$ cat src/rtl/bgc_pkg.sv
`timescale 1ns/1ps
package bgc_pkg;
  typedef enum logic [1:0] {
    ST_IDLE    = 2'd0,
    ST_REFRESH = 2'd1,
    ST_RUN     = 2'd2
  } bgc_state_e;
endpackage

$ cat src/rtl/bgc_startup.sv
`timescale 1ns/1ps
module bgc_startup
  import bgc_pkg::*;
#(
  parameter int CNT_W    = 12,
  parameter int RFSH_MIN = 375
) (
  input  logic             clk,
  input  logic             rst_n,
  input  logic             kill_i,
  input  logic [CNT_W-1:0] dead_cfg_i,
  input  logic [CNT_W-1:0] rfsh_cfg_i,
  output logic             refresh_o,
  output logic [CNT_W-1:0] dead_o
);
  localparam logic [CNT_W-1:0] MIN_LEN = CNT_W'(RFSH_MIN);
  localparam logic [CNT_W-1:0] ONE     = CNT_W'(1);

  bgc_state_e       state_q;
  logic [CNT_W-1:0] rcnt_q;
  logic [CNT_W-1:0] rlen_q;
  logic [CNT_W-1:0] dead_q;
  logic [CNT_W-1:0] eff_len;

  // a requested length below the floor is raised to the floor
  assign eff_len = (rfsh_cfg_i < MIN_LEN) ? MIN_LEN : rfsh_cfg_i;

  always_ff @(posedge clk or negedge rst_n) begin
    if (!rst_n) begin
      state_q <= ST_IDLE;
      rcnt_q  <= '0;
      rlen_q  <= MIN_LEN;
      dead_q  <= '0;
    end else if (kill_i) begin
      state_q <= ST_IDLE;
      rcnt_q  <= '0;
      rlen_q  <= eff_len;
      dead_q  <= dead_cfg_i;
    end else begin
      unique case (state_q)
        ST_IDLE: begin
          state_q <= ST_REFRESH;
          rcnt_q  <= ONE;
          rlen_q  <= eff_len;
          dead_q  <= dead_cfg_i;
        end
        ST_REFRESH: begin
          dead_q <= dead_cfg_i;
          if (rcnt_q == rlen_q - ONE) begin
            state_q <= ST_RUN;
            rcnt_q  <= '0;
          end else begin
            rcnt_q <= rcnt_q + ONE;
          end
        end
        default: begin
          state_q <= ST_RUN;
        end
      endcase
    end
  end

  assign refresh_o = (state_q != ST_RUN);
  assign dead_o    = dead_q;

  assert_refresh_bounded_R10: assert property (@(posedge clk) disable iff (!rst_n)
    (state_q == ST_REFRESH) |-> (rcnt_q < rlen_q));

  assert_kill_restarts_R11: assert property (@(posedge clk) disable iff (!rst_n)
    kill_i |=> (state_q == ST_IDLE) && (rcnt_q == '0));

  assert_cfg_frozen_R12: assert property (@(posedge clk) disable iff (!rst_n)
    (state_q == ST_RUN && !kill_i) |=> $stable(dead_q));
endmodule

$ cat src/rtl/bgc_resolve.sv
`timescale 1ns/1ps
module bgc_resolve #(
  parameter int NUM_PH = 3
) (
  input  logic [NUM_PH-1:0] hi_cmd_n_i,
  input  logic [NUM_PH-1:0] lo_cmd_i,
  input  logic              bypass_i,
  output logic [NUM_PH-1:0] hs_req_o,
  output logic [NUM_PH-1:0] ls_req_o
);
  for (genvar p = 0; p < NUM_PH; p++) begin : g_ph
    always_comb begin
      ls_req_o[p] = lo_cmd_i[p];
      if (bypass_i) hs_req_o[p] = !hi_cmd_n_i[p];
      else          hs_req_o[p] = !hi_cmd_n_i[p] && !lo_cmd_i[p];
    end
  end
endmodule

$ cat src/rtl/bgc_gate_timer.sv
`timescale 1ns/1ps
module bgc_gate_timer #(
  parameter int CNT_W = 12
) (
  input  logic             clk,
  input  logic             rst_n,
  input  logic             kill_i,
  input  logic             force_en_i,
  input  logic             force_val_i,
  input  logic             bypass_i,
  input  logic [CNT_W-1:0] dead_i,
  input  logic             req_i,
  output logic             gate_o
);
  localparam logic [CNT_W-1:0] ONE = CNT_W'(1);

  logic             gate_q;
  logic [CNT_W-1:0] cnt_q;

  always_ff @(posedge clk or negedge rst_n) begin
    if (!rst_n) begin
      gate_q <= 1'b0;
      cnt_q  <= '0;
    end else if (kill_i) begin
      gate_q <= 1'b0;
      cnt_q  <= '0;
    end else if (force_en_i) begin
      gate_q <= force_val_i;
      cnt_q  <= '0;
    end else if (!req_i) begin
      gate_q <= 1'b0;
      cnt_q  <= '0;
    end else if (gate_q) begin
      cnt_q <= '0;
    end else if (bypass_i || cnt_q == dead_i - ONE) begin
      gate_q <= 1'b1;
      cnt_q  <= '0;
    end else begin
      cnt_q <= cnt_q + ONE;
    end
  end

  assign gate_o = gate_q;

  assert_fast_off_R7: assert property (@(posedge clk) disable iff (!rst_n)
    (!kill_i && !force_en_i && !req_i) |=> !gate_o);

  assert_no_early_on_R8: assert property (@(posedge clk) disable iff (!rst_n)
    (!kill_i && !force_en_i && !bypass_i && req_i && !gate_o &&
     dead_i != '0 && cnt_q < dead_i - ONE) |=> !gate_o);

  assert_cancel_clears_R9: assert property (@(posedge clk) disable iff (!rst_n)
    (!req_i) |=> (cnt_q == '0));
endmodule

$ cat src/rtl/bridge_gate_ctrl.sv
`timescale 1ns/1ps
module bridge_gate_ctrl #(
  parameter int NUM_PH   = 3,
  parameter int CNT_W    = 12,
  parameter int RFSH_MIN = 375
) (
  input  logic              clk,
  input  logic              rst_n,
  input  logic              dis_i,
  input  logic              uv_i,
  input  logic              bypass_i,
  input  logic [NUM_PH-1:0] hi_cmd_n_i,
  input  logic [NUM_PH-1:0] lo_cmd_i,
  input  logic [CNT_W-1:0]  dead_cycles_i,
  input  logic [CNT_W-1:0]  refresh_cycles_i,
  output logic [NUM_PH-1:0] hs_gate_o,
  output logic [NUM_PH-1:0] ls_gate_o
);
  logic              kill;
  logic              refresh;
  logic              byp_eff;
  logic [CNT_W-1:0]  dead_q;
  logic [NUM_PH-1:0] hs_req;
  logic [NUM_PH-1:0] ls_req;

  assign kill    = dis_i | uv_i;
  assign byp_eff = bypass_i | (dead_q == '0);

  bgc_startup #(.CNT_W(CNT_W), .RFSH_MIN(RFSH_MIN)) u_startup (
    .clk        (clk),
    .rst_n      (rst_n),
    .kill_i     (kill),
    .dead_cfg_i (dead_cycles_i),
    .rfsh_cfg_i (refresh_cycles_i),
    .refresh_o  (refresh),
    .dead_o     (dead_q)
  );

  bgc_resolve #(.NUM_PH(NUM_PH)) u_resolve (
    .hi_cmd_n_i (hi_cmd_n_i),
    .lo_cmd_i   (lo_cmd_i),
    .bypass_i   (byp_eff),
    .hs_req_o   (hs_req),
    .ls_req_o   (ls_req)
  );

  for (genvar p = 0; p < NUM_PH; p++) begin : g_phase
    bgc_gate_timer #(.CNT_W(CNT_W)) u_hs (
      .clk         (clk),
      .rst_n       (rst_n),
      .kill_i      (kill),
      .force_en_i  (refresh),
      .force_val_i (1'b0),
      .bypass_i    (byp_eff),
      .dead_i      (dead_q),
      .req_i       (hs_req[p]),
      .gate_o      (hs_gate_o[p])
    );
    bgc_gate_timer #(.CNT_W(CNT_W)) u_ls (
      .clk         (clk),
      .rst_n       (rst_n),
      .kill_i      (kill),
      .force_en_i  (refresh),
      .force_val_i (1'b1),
      .bypass_i    (byp_eff),
      .dead_i      (dead_q),
      .req_i       (ls_req[p]),
      .gate_o      (ls_gate_o[p])
    );
  end

  // bypass status as sampled at the last edge, for the interlock check
  logic byp_q;
  always_ff @(posedge clk or negedge rst_n) begin
    if (!rst_n) byp_q <= 1'b1;
    else        byp_q <= byp_eff;
  end

  assert_disable_off_R1: assert property (@(posedge clk) disable iff (!rst_n)
    dis_i |=> (hs_gate_o == '0) && (ls_gate_o == '0));

  assert_undervolt_off_R2: assert property (@(posedge clk) disable iff (!rst_n)
    uv_i |=> (hs_gate_o == '0) && (ls_gate_o == '0));

  assert_interlock_R4: assert property (@(posedge clk) disable iff (!rst_n)
    !byp_q |-> ((hs_gate_o & ls_gate_o) == '0));

  assert_refresh_shape_R10: assert property (@(posedge clk) disable iff (!rst_n)
    (refresh && !kill) |=> (hs_gate_o == '0) && (ls_gate_o == '1));
endmodule

$ cat config.mk
export PLATFORM = sky130hd
export DESIGN_NAME = bridge_gate_ctrl
export DESIGN_NICKNAME = d
export VERILOG_FILES = /design/src/rtl/bgc_pkg.sv /design/src/rtl/bgc_startup.sv /design/src/rtl/bgc_resolve.sv /design/src/rtl/bgc_gate_timer.sv /design/src/rtl/bridge_gate_ctrl.sv
export SDC_FILE = /design/constraint.sdc
export NUM_CORES = 1
export LEC_CHECK = 0
export CORE_MARGIN = 2
export CORE_UTILIZATION = 55
export CTS_CLUSTER_DIAMETER = 80
export DETAILED_ROUTE_END_ITERATION = 10
export PLACE_DENSITY = 0.7
export SYNTH_ARGS = -nofsm -noshare
export SYNTH_HDL_FRONTEND = slang
export SYNTH_SLANG_ARGS = --single-unit
$ cat constraint.sdc
create_clock -name clk -period 3.4 [get_ports clk]
set_input_delay 0.51 -clock clk [delete_from_list [all_inputs] [get_ports clk]]
set_output_delay 0.51 -clock clk [all_outputs]
set_load 0.01 [all_outputs]
# Word level (Yosys, flattened, before mapping)
# Cells that the tools add are included.
dict set report totals {
  elab_cells 133
  reg_bits 116
}
dict set report classes {
  n_eq_ne 10
  reduce_logical 21
  n_addsub 9
  muxes 74
  n_lt_le_gt_ge 1
  bitwise_logic 2
}
# op count
set ops {}
lappend ops {{$mux 12} 37}
lappend ops {{$add 12x1->12 const B} 7}
lappend ops {{$eq 12x12->1} 7}
lappend ops {{$mux 1} 33}
lappend ops {{$pmux 12 s2} 1}
lappend ops {{$sub 12x1->12 const B} 2}
lappend ops {{$logic_not 12->1} 1}
lappend ops {{$lt 12x9->1 const B} 1}
lappend ops {{$logic_not 1->1} 6}
lappend ops {{$logic_or 1x1->1} 6}
lappend ops {{$mux 2} 2}
lappend ops {{$pmux 2 s2} 1}
lappend ops {{$reduce_bool 2->1} 2}
lappend ops {{$logic_and 1x1->1} 3}
lappend ops {{$ne 3x1->1 const B} 1}
lappend ops {{$reduce_bool 3->1} 1}
lappend ops {{$eq 2x1->1 const B} 1}
lappend ops {{$logic_not 2->1} 1}
lappend ops {{$ne 2x2->1 const B} 1}
lappend ops {{$or 1x1->1} 2}
lappend ops {{$reduce_or 2->1} 1}

# Logic depth before layout (Yosys ltp)
# Gate-level depths: netlist of the first run.
dict set report logic_depth {
  word_depth 8
  mapped_depth 12
  depth_no_buf 9
}

# Hierarchy
# From an unflattened synthesis of the first run, not the netlist that was laid out.
dict set report unflattened {
  cells_unflattened 1098
  hier_area_um2 9485.3
}
# mod instances cells_each seq_area_each_um2 area_each_um2
set by_module_without_submodules {}
lappend by_module_without_submodules {bgc_gate_timer 6 148 325.3 1226.2}
lappend by_module_without_submodules {bgc_startup 1 196 959.7 2034.5}
lappend by_module_without_submodules {bgc_resolve 1 7 0.0 52.6}
lappend by_module_without_submodules {bridge_gate_ctrl 1 7 0.0 41.3}

# Least setup slack after synthesis of the first run
# Ideal clock, no wire load.
dict set report synth_path {
  path_type {flip-flop to flip-flop}
  start {register u_startup.dead_q[0] (netlist: u_startup.dead_o[0])}
  end {register g_phase[1].u_ls.cnt_q[4]}
  stages_incl_launch_ff 13
  t_required_ns 3.281
  arrival_ns 2.969
  slack_ns 0.312
  synth_period_minus_slack_ns 3.088
  path_cell_list {dfrtp_1 clkbuf_1 inv_1 ha_1 or4b_1 buf_2 nor4_4 xnor2_1 o211ai_2 or4_1 or4b_4 buf_6 nor2_2}
}
dict set report synth_between {
  elab_chain_len 8
  elab_cells_between_ends 10
  classes_between {add/sub (1); eq/ne (1); mux (5); bitwise (1); reduce/logical (2)}
}
# element line_no
set synth_lines {}
lappend synth_lines {{start, declared} bgc_startup.sv:22} ;# logic [CNT_W-1:0] dead_q;
lappend synth_lines {{start signal, assigned} bgc_startup.sv:38} ;# dead_q <= dead_cfg_i;
lappend synth_lines {{start signal, assigned} bgc_startup.sv:45} ;# dead_q <= dead_cfg_i;
lappend synth_lines {{start signal, assigned} bgc_startup.sv:48} ;# dead_q <= dead_cfg_i;
lappend synth_lines {{$sub 12x1->12 / $logic_not 12->1 (equally long branches)} {bgc_gate_timer.sv:35, bridge_gate_ctrl.sv:27}}
lappend synth_lines {{$eq 12x12->1 / $or 1x1->1 (equally long branches)} {bgc_gate_timer.sv:35, bridge_gate_ctrl.sv:27}}
lappend synth_lines {{$logic_or 1x1->1 (*)} bgc_gate_timer.sv:35} ;# end else if (bypass_i || cnt_q == dead_i - ONE) begin
lappend synth_lines {{$mux 12 (*)} bgc_gate_timer.sv:35}
lappend synth_lines {{$mux 12 (*)} bgc_gate_timer.sv:33} ;# end else if (gate_q) begin
lappend synth_lines {{$mux 12 (*)} bgc_gate_timer.sv:30} ;# end else if (!req_i) begin
lappend synth_lines {{$mux 12 (*)} bgc_gate_timer.sv:27} ;# end else if (force_en_i) begin
lappend synth_lines {{$mux 12 (*)} bgc_gate_timer.sv:24} ;# end else if (kill_i) begin
lappend synth_lines {{end signal, assigned} bgc_gate_timer.sv:39} ;# cnt_q <= cnt_q + ONE;
lappend synth_lines {{end, declared} bgc_gate_timer.sv:18} ;# logic [CNT_W-1:0] cnt_q;
# Mark *: on every way between the ends. The rest lies on a longest branch, timed or not.
# A chain may end at the register's enable or synchronous reset.

# Worst setup path in the final report of the first run
dict set report layout_path {
  start {register u_startup.rlen_q[0]}
  end {register u_startup.rcnt_q[3]}
}
dict set report layout_between {
  elab_chain_len 5
}
# element line_no
set layout_lines {}
lappend layout_lines {{start, declared} bgc_startup.sv:21} ;# logic [CNT_W-1:0] rlen_q;
lappend layout_lines {{start signal, assigned} bgc_startup.sv:37} ;# rlen_q <= eff_len;
lappend layout_lines {{start signal, assigned} bgc_startup.sv:44} ;# rlen_q <= eff_len;
lappend layout_lines {{$sub 12x1->12} bgc_startup.sv:49} ;# if (rcnt_q == rlen_q - ONE) begin
lappend layout_lines {{$eq 12x12->1} bgc_startup.sv:49}
lappend layout_lines {{$mux 12} bgc_startup.sv:49}
lappend layout_lines {{$pmux 12 s2} bgc_startup.sv:40} ;# unique case (state_q)
lappend layout_lines {{$mux 12} bgc_startup.sv:34} ;# end else if (kill_i) begin
lappend layout_lines {{end signal, assigned} bgc_startup.sv:53} ;# rcnt_q <= rcnt_q + ONE;
lappend layout_lines {{end, declared} bgc_startup.sv:20} ;# logic [CNT_W-1:0] rcnt_q;
# Every way passes these cells.

==> results.md, run 1 <==
* Final #Nets at between 900 and 1000
* Gpl congestion at about 0.95
* CP Launch Type: flip-flop
* H-tree depth at 4
* FF/Latch Area at between 2000 and 3000 µm²
* FF+latch count, synth at ~120
* DRC viols at 0
* Min-Delay Path Class: in -> async
* Clock Power Share at 0.485
* CTS sink count at around 120
* First-pass GRT wire length at ~34000 µm
* Clock slew at reported path FFs at about 0.06 ns
* Status: finished clean
* Combinational Power Share at 0.111
* Total Routing Usage GR at 0.293
* Initial core utilization at 0.563
* Worst-case clock buffer depth at 2
* Fmax at approximately 320 MHz
* Setup TNS at 0 ns
* Cts bufs inserted at 17
* Crit path DAT at about 3.4 ns
* Final setup violation count at 0
* Tightest Pin Transition at about 0.8 ns
* CP endpoint: u_startup.rcnt_q[3]
* First-pass DRT Iterations at 5
* Worst vdd ir at roughly 0.00033 V
* Final worst path period share at 0.921
* Root buf cell: clkbuf_16
* Share of cells above drive strength 1 at 0.122
* Post-DR vias/cell at between 6 and 7
* Final hold vios at 0
* N_diodes at 0
* PD cells at about 400 nW/µm²
* Syn Nets at 899
* Avg Inst Size Synth at 9.15 µm²
* Die Wd at roughly 120 µm
* Min cycle time layout at roughly 3.1 ns
* HPWL after DPL at 15400 µm
* R2r endpoint: u_startup.rcnt_q[3]
* Flop2flop setup slack at 0.27 ns
* Seq/Total Area, Yosys at 0.373
* Multi-input logic area at approximately 4500 µm²
* CTS tree: done
* Routed WL at 21100 µm
* Worst setup EP type: flip-flop
* Sw Share at 0.252
* Primary FF master, synth: dfrtp_1
* Wire per inst at approximately 20 µm
* Filler instances at between 1000 and 1500
* Leakage power at about 3.7 nW
* Layout overhead on the synthesized area at 14.9%
* Post-CTS Setup Inserts at 0
* Max-cap violations at 0
* Cts hold-fix bufs at 0
* Post-synth ARST share at 1.00
* DR iter-0 viols at 545
* NetSw at 0.903 mW
* Critical path type: reg -> reg
* Largest net degree at the start of global routing at 62
* FP Rows at 43
* Global route overflow at 0
* RSZ-0062 raised after global routing: false
* I/O Buffers at 40
* Sequential share of power at 0.404
* Clock skew at between 0.006 and 0.007 ns
* Layout Utilization at 0.647
* I/O pins at between 40 and 50
* Yosys cell types at 78
* Mapped cell area at about 7800 µm²
* Critical Path RT at 3.70 ns
* Core Region at 13900 µm²
* Worst relative slew slack at 0.476
* Crit. Startpoint: u_startup.rlen_q[0]
* Crit-path max FO at 8
* Pins Over Slew Limit at 0
* Vias at between 6000 and 7000
* Final ANT Viol Nets at 0
* Initial antenna violation count at 0
* Cts repair resizes at 0
* Int Power at 2.68 mW
* Yosys Warn Count at 0
* Number of synthesized flops with an enable pin at 0
* Synth Instances at between 800 and 900
* Number of global-route vias before repair at between 6000 and 7000
* FF-to-FF path depth at 9
* Die area at between 15000 and 20000 µm²
* Clock latency on the worst-skew pair at 0.42 ns
* Die Height at between 100 and 150 µm
* Worst reg2reg startpoint: u_startup.rlen_q[0]
-- routing by layer --
layer,up-vias,share of wire,global-route usage
met5,-,0,0
met4,0,0.023,0.0980
met3,43,0.062,0.0590
met2,244,0.47,0.461
met1,3260,0.45,0.404
li1,3069,-,-
-- registers in the layout, indices dropped and copies added, names as in the netlist --
name	flops
u_startup.dead_o	12
u_startup.rcnt_q	12
u_startup.state_q	2
u_startup.rlen_q	12
g_phase.u_ls.cnt_q	36
g_phase.u_hs.cnt_q	36
g_phase.u_ls.gate_o	3
g_phase.u_hs.gate_o	3
-- critical path, cell delays in order, from the launching register on --
cell	delay, ns
dfstp_2	0.41
inv_1	0.06
ha_1	0.28
nor3b_1	0.66
nand4_1	0.17
o32a_1	0.21
a22o_1	0.28
nor4_2	0.43
nor2_1	0.17
a311o_1	0.34
-- stage by stage --
stage / hold slack, ns / worst slack [ns] / area [µm²] / instances / power, mW
2_1_floorplan: 0.214 / 0.312 / 7820 / 854 / 1.70
3_3_place_gp: 0.512 / 0.441 / 8400 / 1046 / 1.85
3_5_place_dp: 0.521 / 0.333 / 8400 / 1046 / 1.86
4_1_cts: 0.204 / 0.317 / 8980 / 1078 / 3.60
5_1_grt: 0.246 / 0.0542 / 8980 / 1078 / 3.71
6_report: 0.176 / 0.269 / 8980 / 1078 / 3.59
-- logic make-up (layout without fill, tap and decap cells) --
family / Yosys count / count (layout) / synth area share
and+or+nand+nor: 367 / 367 / 0.250
AOI/OAI and AO/OA: 115 / 115 / 0.110
xor gates and xnor gates: 150 / 150 / 0.184
adders and majority gates: 10 / 10 / 0.0160
buffers and inverters: 82 / 126 / 0.0475
muxes: 14 / 14 / 0.0200
DFF: 116 / 116 / 0.373
-- power by group through the flow --
stage	clock network (mW)	logic, mW	registers [mW]
2_1_floorplan	0	0.250	1.45
3_3_place_gp	0	0.384	1.47
3_5_place_dp	0	0.392	1.47
4_1_cts	1.76	0.395	1.45
5_1_grt	1.83	0.430	1.45
6_report	1.74	0.399	1.45
-- Yosys cell counts (14+ instances only) --
cell	count	share of area
nand3_1	54	0.035
xor2_1	74	0.083
inv_1	22	0.011
nor3_1	39	0.025
and3_1	33	0.026
dfrtp_1	109	0.35
o21ai_0	17	0.011
nor2_1	93	0.045
nand2b_1	20	0.016
xnor2_1	67	0.075
nand2_1	45	0.022
a21oi_1	15	0.0096
nand4_1	14	0.011
clkbuf_1	37	0.018
-- cell usage in the layout (no fill, tap or decap), types with 6 or more instances in the layout --
master	instances
a211oi_1	6
a21oi_1	15
a31oi_1	7
and2_1	6
and3_1	33
buf_4	32
clkbuf_16	17
clkdlybuf4s50_1	39
dfrtp_1	109
dfstp_2	7
ha_1	10
inv_1	22
mux2_2	13
nand2_1	45
nand2b_1	20
nand3_1	54
nand4_1	14
nor2_1	93
nor2_2	10
nor3_1	39
nor3b_1	6
nor4_1	10
o21ai_0	17
o22a_1	7
o31ai_1	6
xnor2_1	67
xnor3_1	9
xor2_1	74
-- layout make-up --
| type | instances | share of cell area |
|---|---|---|
| clock inverters | 12 | 0.0148 |
| repair buffers | 72 | 0.0724 |
| flip-flops and latches | 116 | 0.324 |
| multi-input cells | 656 | 0.505 |
| inverters | 22 | 0.00919 |
| well taps | 180 | 0.0251 |
| clock buffers | 20 | 0.0497 |
-- worst min path at each step --
stage	from	to	slack, ns	depth (start not counted)
global route	rst_n	g_phase[1].u_hs.cnt_q[7]	0.25	1
finish	rst_n	g_phase[1].u_hs.cnt_q[9]	0.18	1
floorplan	rst_n	g_phase[0].u_hs.cnt_q[0]	0.21	0
CTS	rst_n	g_phase[0].u_hs.cnt_q[5]	0.20	1
global placement	g_phase[2].u_ls.cnt_q[0]	g_phase[2].u_ls.cnt_q[0]	0.51	1
detailed placement	g_phase[2].u_ls.cnt_q[0]	g_phase[2].u_ls.cnt_q[0]	0.52	1
Power figures use the tool's default switching activity.
==> inputs of run 2 (changes only) <==
- SETUP_SLACK_MARGIN: default -> 0.15
- SLEW_MARGIN: default -> 15
==> run 2 against run 1 <==
Register-to-register slack gained 0.04 ns. Via count grew 0.77%. Non-clock buffer count unchanged. Critical path type unchanged. Utilization up 0.054 points. Sequential cell count did not move.
==> results.md, run 2 (synthesized netlist as in run 1, its figures left out) <==
* Final setup violation count at 0 (unchanged)
* Die Wd at 123 µm (unchanged)
* Die area at 15200 µm² (unchanged)
* Worst reg2reg startpoint: u_startup.dead_o[7] (was u_startup.rlen_q[0])
* Core Region at 13900 µm² (unchanged)
* Cts repair resizes at 0 (unchanged)
* Number of global-route vias before repair at 6323 (unchanged)
* CTS sink count at 116 (unchanged)
* Worst vdd ir at 0.000329 V (was 0.000333 V)
* Total Routing Usage GR at 0.293 (unchanged)
* Most frequent cells in the layout: dfrtp_1, nor2_1, xor2_1, xnor2_1, nand3_1 (unchanged)
* Status: finished clean (unchanged)
* Post-CTS Setup Inserts at 0 (unchanged)
* Final hold vios at 0 (unchanged)
* DRC viols at 0 (unchanged)
* Pins Over Slew Limit at 0 (unchanged)
* Wire per inst at 19.7 µm (was 19.6 µm)
* FF-to-FF path depth at 8 (was 9)
* Commonest non-fill, non-tap cell in the layout: dfrtp_1 (unchanged)
* I/O pins at 41 (unchanged)
* Clock latency on the worst-skew pair at 0.42 ns (about the same)
* Global route overflow at 0 (unchanged)
* Crit-path max FO at 11 (was 8)
* CP Launch Type: flip-flop (unchanged)
* Min-Delay Path Class: in -> async (unchanged)
* Largest registers: g_phase.u_hs.cnt_q: 36 flops, g_phase.u_ls.cnt_q: 36 flops (unchanged)
* Crit path max-delay cell type: or4_1 (was nor3b_1)
* Final ANT Viol Nets at 0 (unchanged)
* N_diodes at 0 (unchanged)
* Root buf cell: clkbuf_16 (unchanged)
* Leakage power at 3.65 nW (about the same)
* WP buf/inv at 1 (unchanged)
* Layout overhead on the synthesized area at 15.0% (was 14.9%)
* Clock skew at 0.00646 ns (was 0.00608 ns)
* HPWL after DPL at 15400 µm (unchanged)
* Initial antenna violation count at 0 (unchanged)
* Largest net degree at the start of global routing at 62 (unchanged)
* Final #Nets at 930 (unchanged)
* Fmax at 324 MHz (was 319 MHz)
* R2r endpoint: g_phase[1].u_hs.cnt_q[2] (was u_startup.rcnt_q[3])
* Crit path DAT at 3.43 ns (about the same)
* Setup TNS at 0 ns (unchanged)
* Worst relative slew slack at 0.479 (was 0.476)
* Worst stage delay on the critical path at 0.64 ns (was 0.66 ns)
* Filler instances at 1158 (was 1157)
* I/O Buffers at 40 (unchanged)
* H-tree depth at 4 (unchanged)
* DR iter-0 viols at 528 (was 545)
* Worst-case clock buffer depth at 2 (unchanged)
* Top delay family on crit path: simple AND/OR/NAND/NOR gates (unchanged)
* Worst setup EP type: flip-flop (unchanged)
* Routed WL at 21200 µm (was 21100 µm)
* Critical Path RT at 3.74 ns (was 3.70 ns)
* Post-DR vias/cell at 6.18 (was 6.14)
* Vias at 6667 (was 6616)
* FF/Latch Area at 2910 µm² (unchanged)
* Min cycle time layout at 3.09 ns (was 3.13 ns)
* Max-cap violations at 0 (unchanged)
* First-pass GRT wire length at 33800 µm (unchanged)
* Clock slew at reported path FFs at 0.06 ns (about the same)
* Tightest Pin Transition at 0.781 ns (was 0.786 ns)
* Critical path type: reg -> reg (unchanged)
* Cts hold-fix bufs at 0 (unchanged)
* Die Height at 123 µm (unchanged)
* Flop2flop setup slack at 0.31 ns (was 0.27 ns)
* Gpl congestion at 0.948 (unchanged)
* Final worst path period share at 0.909 (was 0.921)
* Multi-input logic area at 4540 µm² (was 4530 µm²)
* PD cells at 399 nW/µm² (about the same)
* Total power at 3.59 mW (about the same)
* CTS tree: done (unchanged)
* Share of cells above drive strength 1 at 0.125 (was 0.122)
* RSZ-0062 raised after global routing: false (unchanged)
* FP Rows at 43 (unchanged)
* First-pass DRT Iterations at 5 (unchanged)
* Critical-path cell list: or4_1 -> nor4_4 -> xnor2_1 -> buf_4 -> xor2_1 -> a31oi_1 -> nand2_1 -> nor2_1 (was inv_1 -> ha_1 -> nor3b_1 -> nand4_1 -> o32a_1 -> a22o_1 -> nor4_2 -> nor2_1 -> a311o_1)
* Initial core utilization at 0.563 (unchanged)
* Cts bufs inserted at 17 (unchanged)
==> run 2: cell counts in the layout (fill, tap and decap cells not counted) <==
Identical to the previous run, type by type.
==> run 2: cell type report <==
type,count,area share
Sequential cell,116,0.324
Clock buffer,20,0.0497
Inverter,22,0.00919
Timing Repair Buffer,72,0.0724
Tap cell,180,0.0251
Clock inverter,12,0.0148
Multi-Input combinational cell,656,0.505
==> run 2: metrics by stage <==
stage	worst slack, ns	std cells	cell area, µm²	hold slack, ns	util
floorplan	0.312	854	7820	0.214	-
global placement	0.441	1046	8400	0.512	0.605
detailed placement	0.333	1046	8400	0.521	0.605
CTS	0.317	1078	8980	0.204	0.647
global route	0.164	1078	8990	0.246	0.648
finish	0.311	1078	8990	0.172	0.648
==> run 2: metal layers <==
layer  part of all wire  wire length [µm]  GRT usage  vias to the layer above
met5                  0                 0          0                        -
met4              0.023               488     0.0980                        0
met1               0.45              9460      0.404                     3312
li1                   -                 -          -                     3064
met3              0.067              1430     0.0590                       42
met2               0.46              9820      0.461                      249
==> run 2: worst max-delay path by stage <==
stage,from,to,slack (ns),depth (start not counted)
floorplan,u_startup.dead_o[0],g_phase[1].u_ls.cnt_q[4],0.31,12
global placement,u_startup.rlen_q[0],u_startup.rcnt_q[4],0.44,9
detailed placement,u_startup.rlen_q[0],u_startup.rcnt_q[9],0.33,9
CTS,u_startup.rlen_q[0],u_startup.rcnt_q[3],0.32,9
global route,u_startup.dead_o[0],g_phase[0].u_ls.cnt_q[8],0.16,9
finish,u_startup.dead_o[7],g_phase[1].u_hs.cnt_q[2],0.31,8
==> run 2: power by group <==
| group | internal (mW) | switching [mW] | leakage (nW) | total (mW) |
|---|---|---|---|---|
| Combinational | 0.178 | 0.221 | 1.83 | 0.399 |
| Clock | 1.09 | 0.648 | 0.276 | 1.74 |
| Sequential | 1.41 | 0.0375 | 1.55 | 1.45 |
| Total | 2.68 | 0.907 | 3.65 | 3.59 |
==> inputs of run 3 (changes only) <==
- PLACE_DENSITY: 0.7 -> 0.74
==> run 3 against run 2 <==
Routed wire length decreased by 1.7%. Global-route usage grew 0.39 points. Via count down 1.4%. Clock skew increased by 0.0028 ns. Utilization up 0.24 points. Non-clock buffer count down 5. Critical path type unchanged.
==> results.md, run 3 (synthesized netlist as in run 1, its figures left out) <==
* Flop2flop setup slack at 0.31 ns (about the same)
* Setup TNS at 0 ns (unchanged)
* PD cells at 418 nW/µm² (was 399 nW/µm²)
* Min-Delay Path Class: in -> async (unchanged)
* Layout overhead on the synthesized area at 15.4% (was 15.0%)
* Crit path max-delay cell type: or4_1 (unchanged)
* Final std cells w/o fill at 1073 (was 1078)
* First-pass GRT wire length at 34200 µm (was 33800 µm)
* Commonest non-fill, non-tap cell in the layout: dfrtp_1 (unchanged)
* Gpl congestion at 0.981 (was 0.948)
* Die Height at 123 µm (unchanged)
* Post-DR vias/cell at 6.13 (was 6.18)
* Worst-case clock buffer depth at 2 (unchanged)
* Number of global-route vias before repair at 6633 (was 6323)
* Worst setup EP type: flip-flop (unchanged)
* Final setup violation count at 0 (unchanged)
* Clock slew at reported path FFs at 0.06 ns (about the same)
* Global route overflow at 0 (unchanged)
* Filler instances at 1148 (was 1158)
* Critical-path cell list: or4_1 -> nor4_4 -> xnor2_1 -> xor2_1 -> a31oi_1 -> nand2_2 -> nor2_1 (was or4_1 -> nor4_4 -> xnor2_1 -> buf_4 -> xor2_1 -> a31oi_1 -> nand2_1 -> nor2_1)
* Clock latency on the worst-skew pair at 0.43 ns (was 0.42 ns)
* Crit. Startpoint: u_startup.dead_o[7] (unchanged)
* Final worst path period share at 0.909 (about the same)
* Routed WL at 20800 µm (was 21200 µm)
* Die area at 15200 µm² (unchanged)
* Min cycle time layout at 3.09 ns (about the same)
* H-tree depth at 4 (unchanged)
* HPWL after DPL at 15200 µm (was 15400 µm)
* I/O pins at 41 (unchanged)
* FP Rows at 43 (unchanged)
* Leakage power at 3.66 nW (was 3.65 nW)
* Final hold vios at 0 (unchanged)
* CTS sink count at 116 (unchanged)
* Max-cap violations at 0 (unchanged)
* Root buf cell: clkbuf_16 (unchanged)
* CP Launch Type: flip-flop (unchanged)
* FF-to-FF path depth at 7 (was 8)
* Critical path type: reg -> reg (unchanged)
* Initial core utilization at 0.563 (unchanged)
* Worst stage delay on the critical path at 0.71 ns (was 0.64 ns)
* Core Region at 13900 µm² (unchanged)
* Die Wd at 123 µm (unchanged)
* Status: finished clean (unchanged)
* CTS tree: done (unchanged)
* Largest net degree at the start of global routing at 70 (was 62)
* N_diodes at 0 (unchanged)
* Worst vdd ir at 0.000340 V (was 0.000329 V)
* Cts bufs inserted at 17 (unchanged)
* Fmax at 324 MHz (about the same)
* Cells after DPL at 1041 (was 1046)
* Share of cells above drive strength 1 at 0.125 (about the same)
* DRC viols at 0 (unchanged)
* Final ANT Viol Nets at 0 (unchanged)
* Final #Nets at 925 (was 930)
* Clock skew at 0.00927 ns (was 0.00646 ns)
* Most frequent cells in the layout: dfrtp_1, nor2_1, xor2_1, xnor2_1, nand3_1 (unchanged)
* RSZ-0062 raised after global routing: true (was false)
* Post-CTS Setup Inserts at 0 (unchanged)
* Critical Path RT at 3.75 ns (was 3.74 ns)
* I/O Buffers at 40 (unchanged)
* Initial antenna violation count at 0 (unchanged)
* Worst relative slew slack at 0.571 (was 0.479)
* DR iter-0 viols at 415 (was 528)
* Largest registers: g_phase.u_hs.cnt_q: 36 flops, g_phase.u_ls.cnt_q: 36 flops (unchanged)
* Crit path DAT at 3.44 ns (was 3.43 ns)
* Pins Over Slew Limit at 0 (unchanged)
* Vias at 6575 (was 6667)
* Wire per inst at 19.4 µm (was 19.7 µm)
* Total Routing Usage GR at 0.297 (was 0.293)
* Worst reg2reg startpoint: u_startup.dead_o[7] (unchanged)
* First-pass DRT Iterations at 5 (unchanged)
* R2r endpoint: g_phase[1].u_hs.cnt_q[5] (was g_phase[1].u_hs.cnt_q[2])
* Crit-path max FO at 11 (unchanged)
* Tightest Pin Transition at 0.639 ns (was 0.781 ns)
* Fin Hold WS at 0.0920 ns (was 0.172 ns)
-- run 3: cell types whose count changed in the layout (fill, tap and decap cells not counted), sizes merged --
cell,delta
bufinv,+2
clkinv,-2
buf,-5
-- run 3: cell type report --
| class | count | area [µm²] | share of cell area |
|---|---|---|---|
| timing repair buffer | 67 | 613 | 0.0680 |
| multi-input combinational | 656 | 4550 | 0.505 |
| sequential | 116 | 2910 | 0.323 |
| clock inverter | 12 | 179 | 0.0198 |
| clock buffer | 20 | 457 | 0.0506 |
| tap | 180 | 225 | 0.0250 |
| inverter | 22 | 82.6 | 0.00915 |
-- run 3: worst max-delay path by stage --
stage / endpoint / cells after the start
detailed placement: g_phase[2].u_hs.cnt_q[7] / 10
global route: g_phase[2].u_hs.cnt_q[5] / 10
global placement: u_startup.rcnt_q[3] / 9
floorplan: g_phase[1].u_ls.cnt_q[4] / 12
CTS: g_phase[2].u_hs.cnt_q[5] / 10
finish: g_phase[1].u_hs.cnt_q[5] / 7
-- run 3: metal layers --
metal / part of all wire / vias up / global-route usage
li1: - / 3059 / -
met1: 0.44 / 3252 / 0.403
met2: 0.47 / 222 / 0.468
met3: 0.070 / 42 / 0.0673
met4: 0.022 / 0 / 0.104
met5: 0 / - / 0
-- run 3: metrics by stage --
stage | util | cell area [µm²] | setup slack, ns | power [mW]
floorplan | - | 7820 | 0.312 | 1.70
global placement | 0.603 | 8360 | 0.398 | 1.85
detailed placement | 0.603 | 8360 | 0.240 | 1.86
CTS | 0.648 | 9000 | 0.215 | 3.79
global route | 0.650 | 9020 | 0.123 | 3.90
finish | 0.650 | 9020 | 0.310 | 3.77
-- run 3: critical path: cells and delay by family (launching register included) --
kind | cells | cell delay (ns)
simple gates | 4 | 1.57
flops | 1 | 0.56
xor+xnor | 2 | 0.52
compound gates | 1 | 0.37
-- run 3: power breakdown --
group	leakage, nW	internal [mW]	total (mW)	switching, mW
clock network	0.302	1.26	1.93	0.666
logic	1.80	0.176	0.389	0.212
registers	1.55	1.41	1.45	0.0434
total	3.66	2.85	3.77	0.921
-- run 3: timing repair --
action / in CTS / in global routing
setup endpoints to repair: 0 / 33
hold buffers: 0 / 0
gates resized for setup: 0 / 7
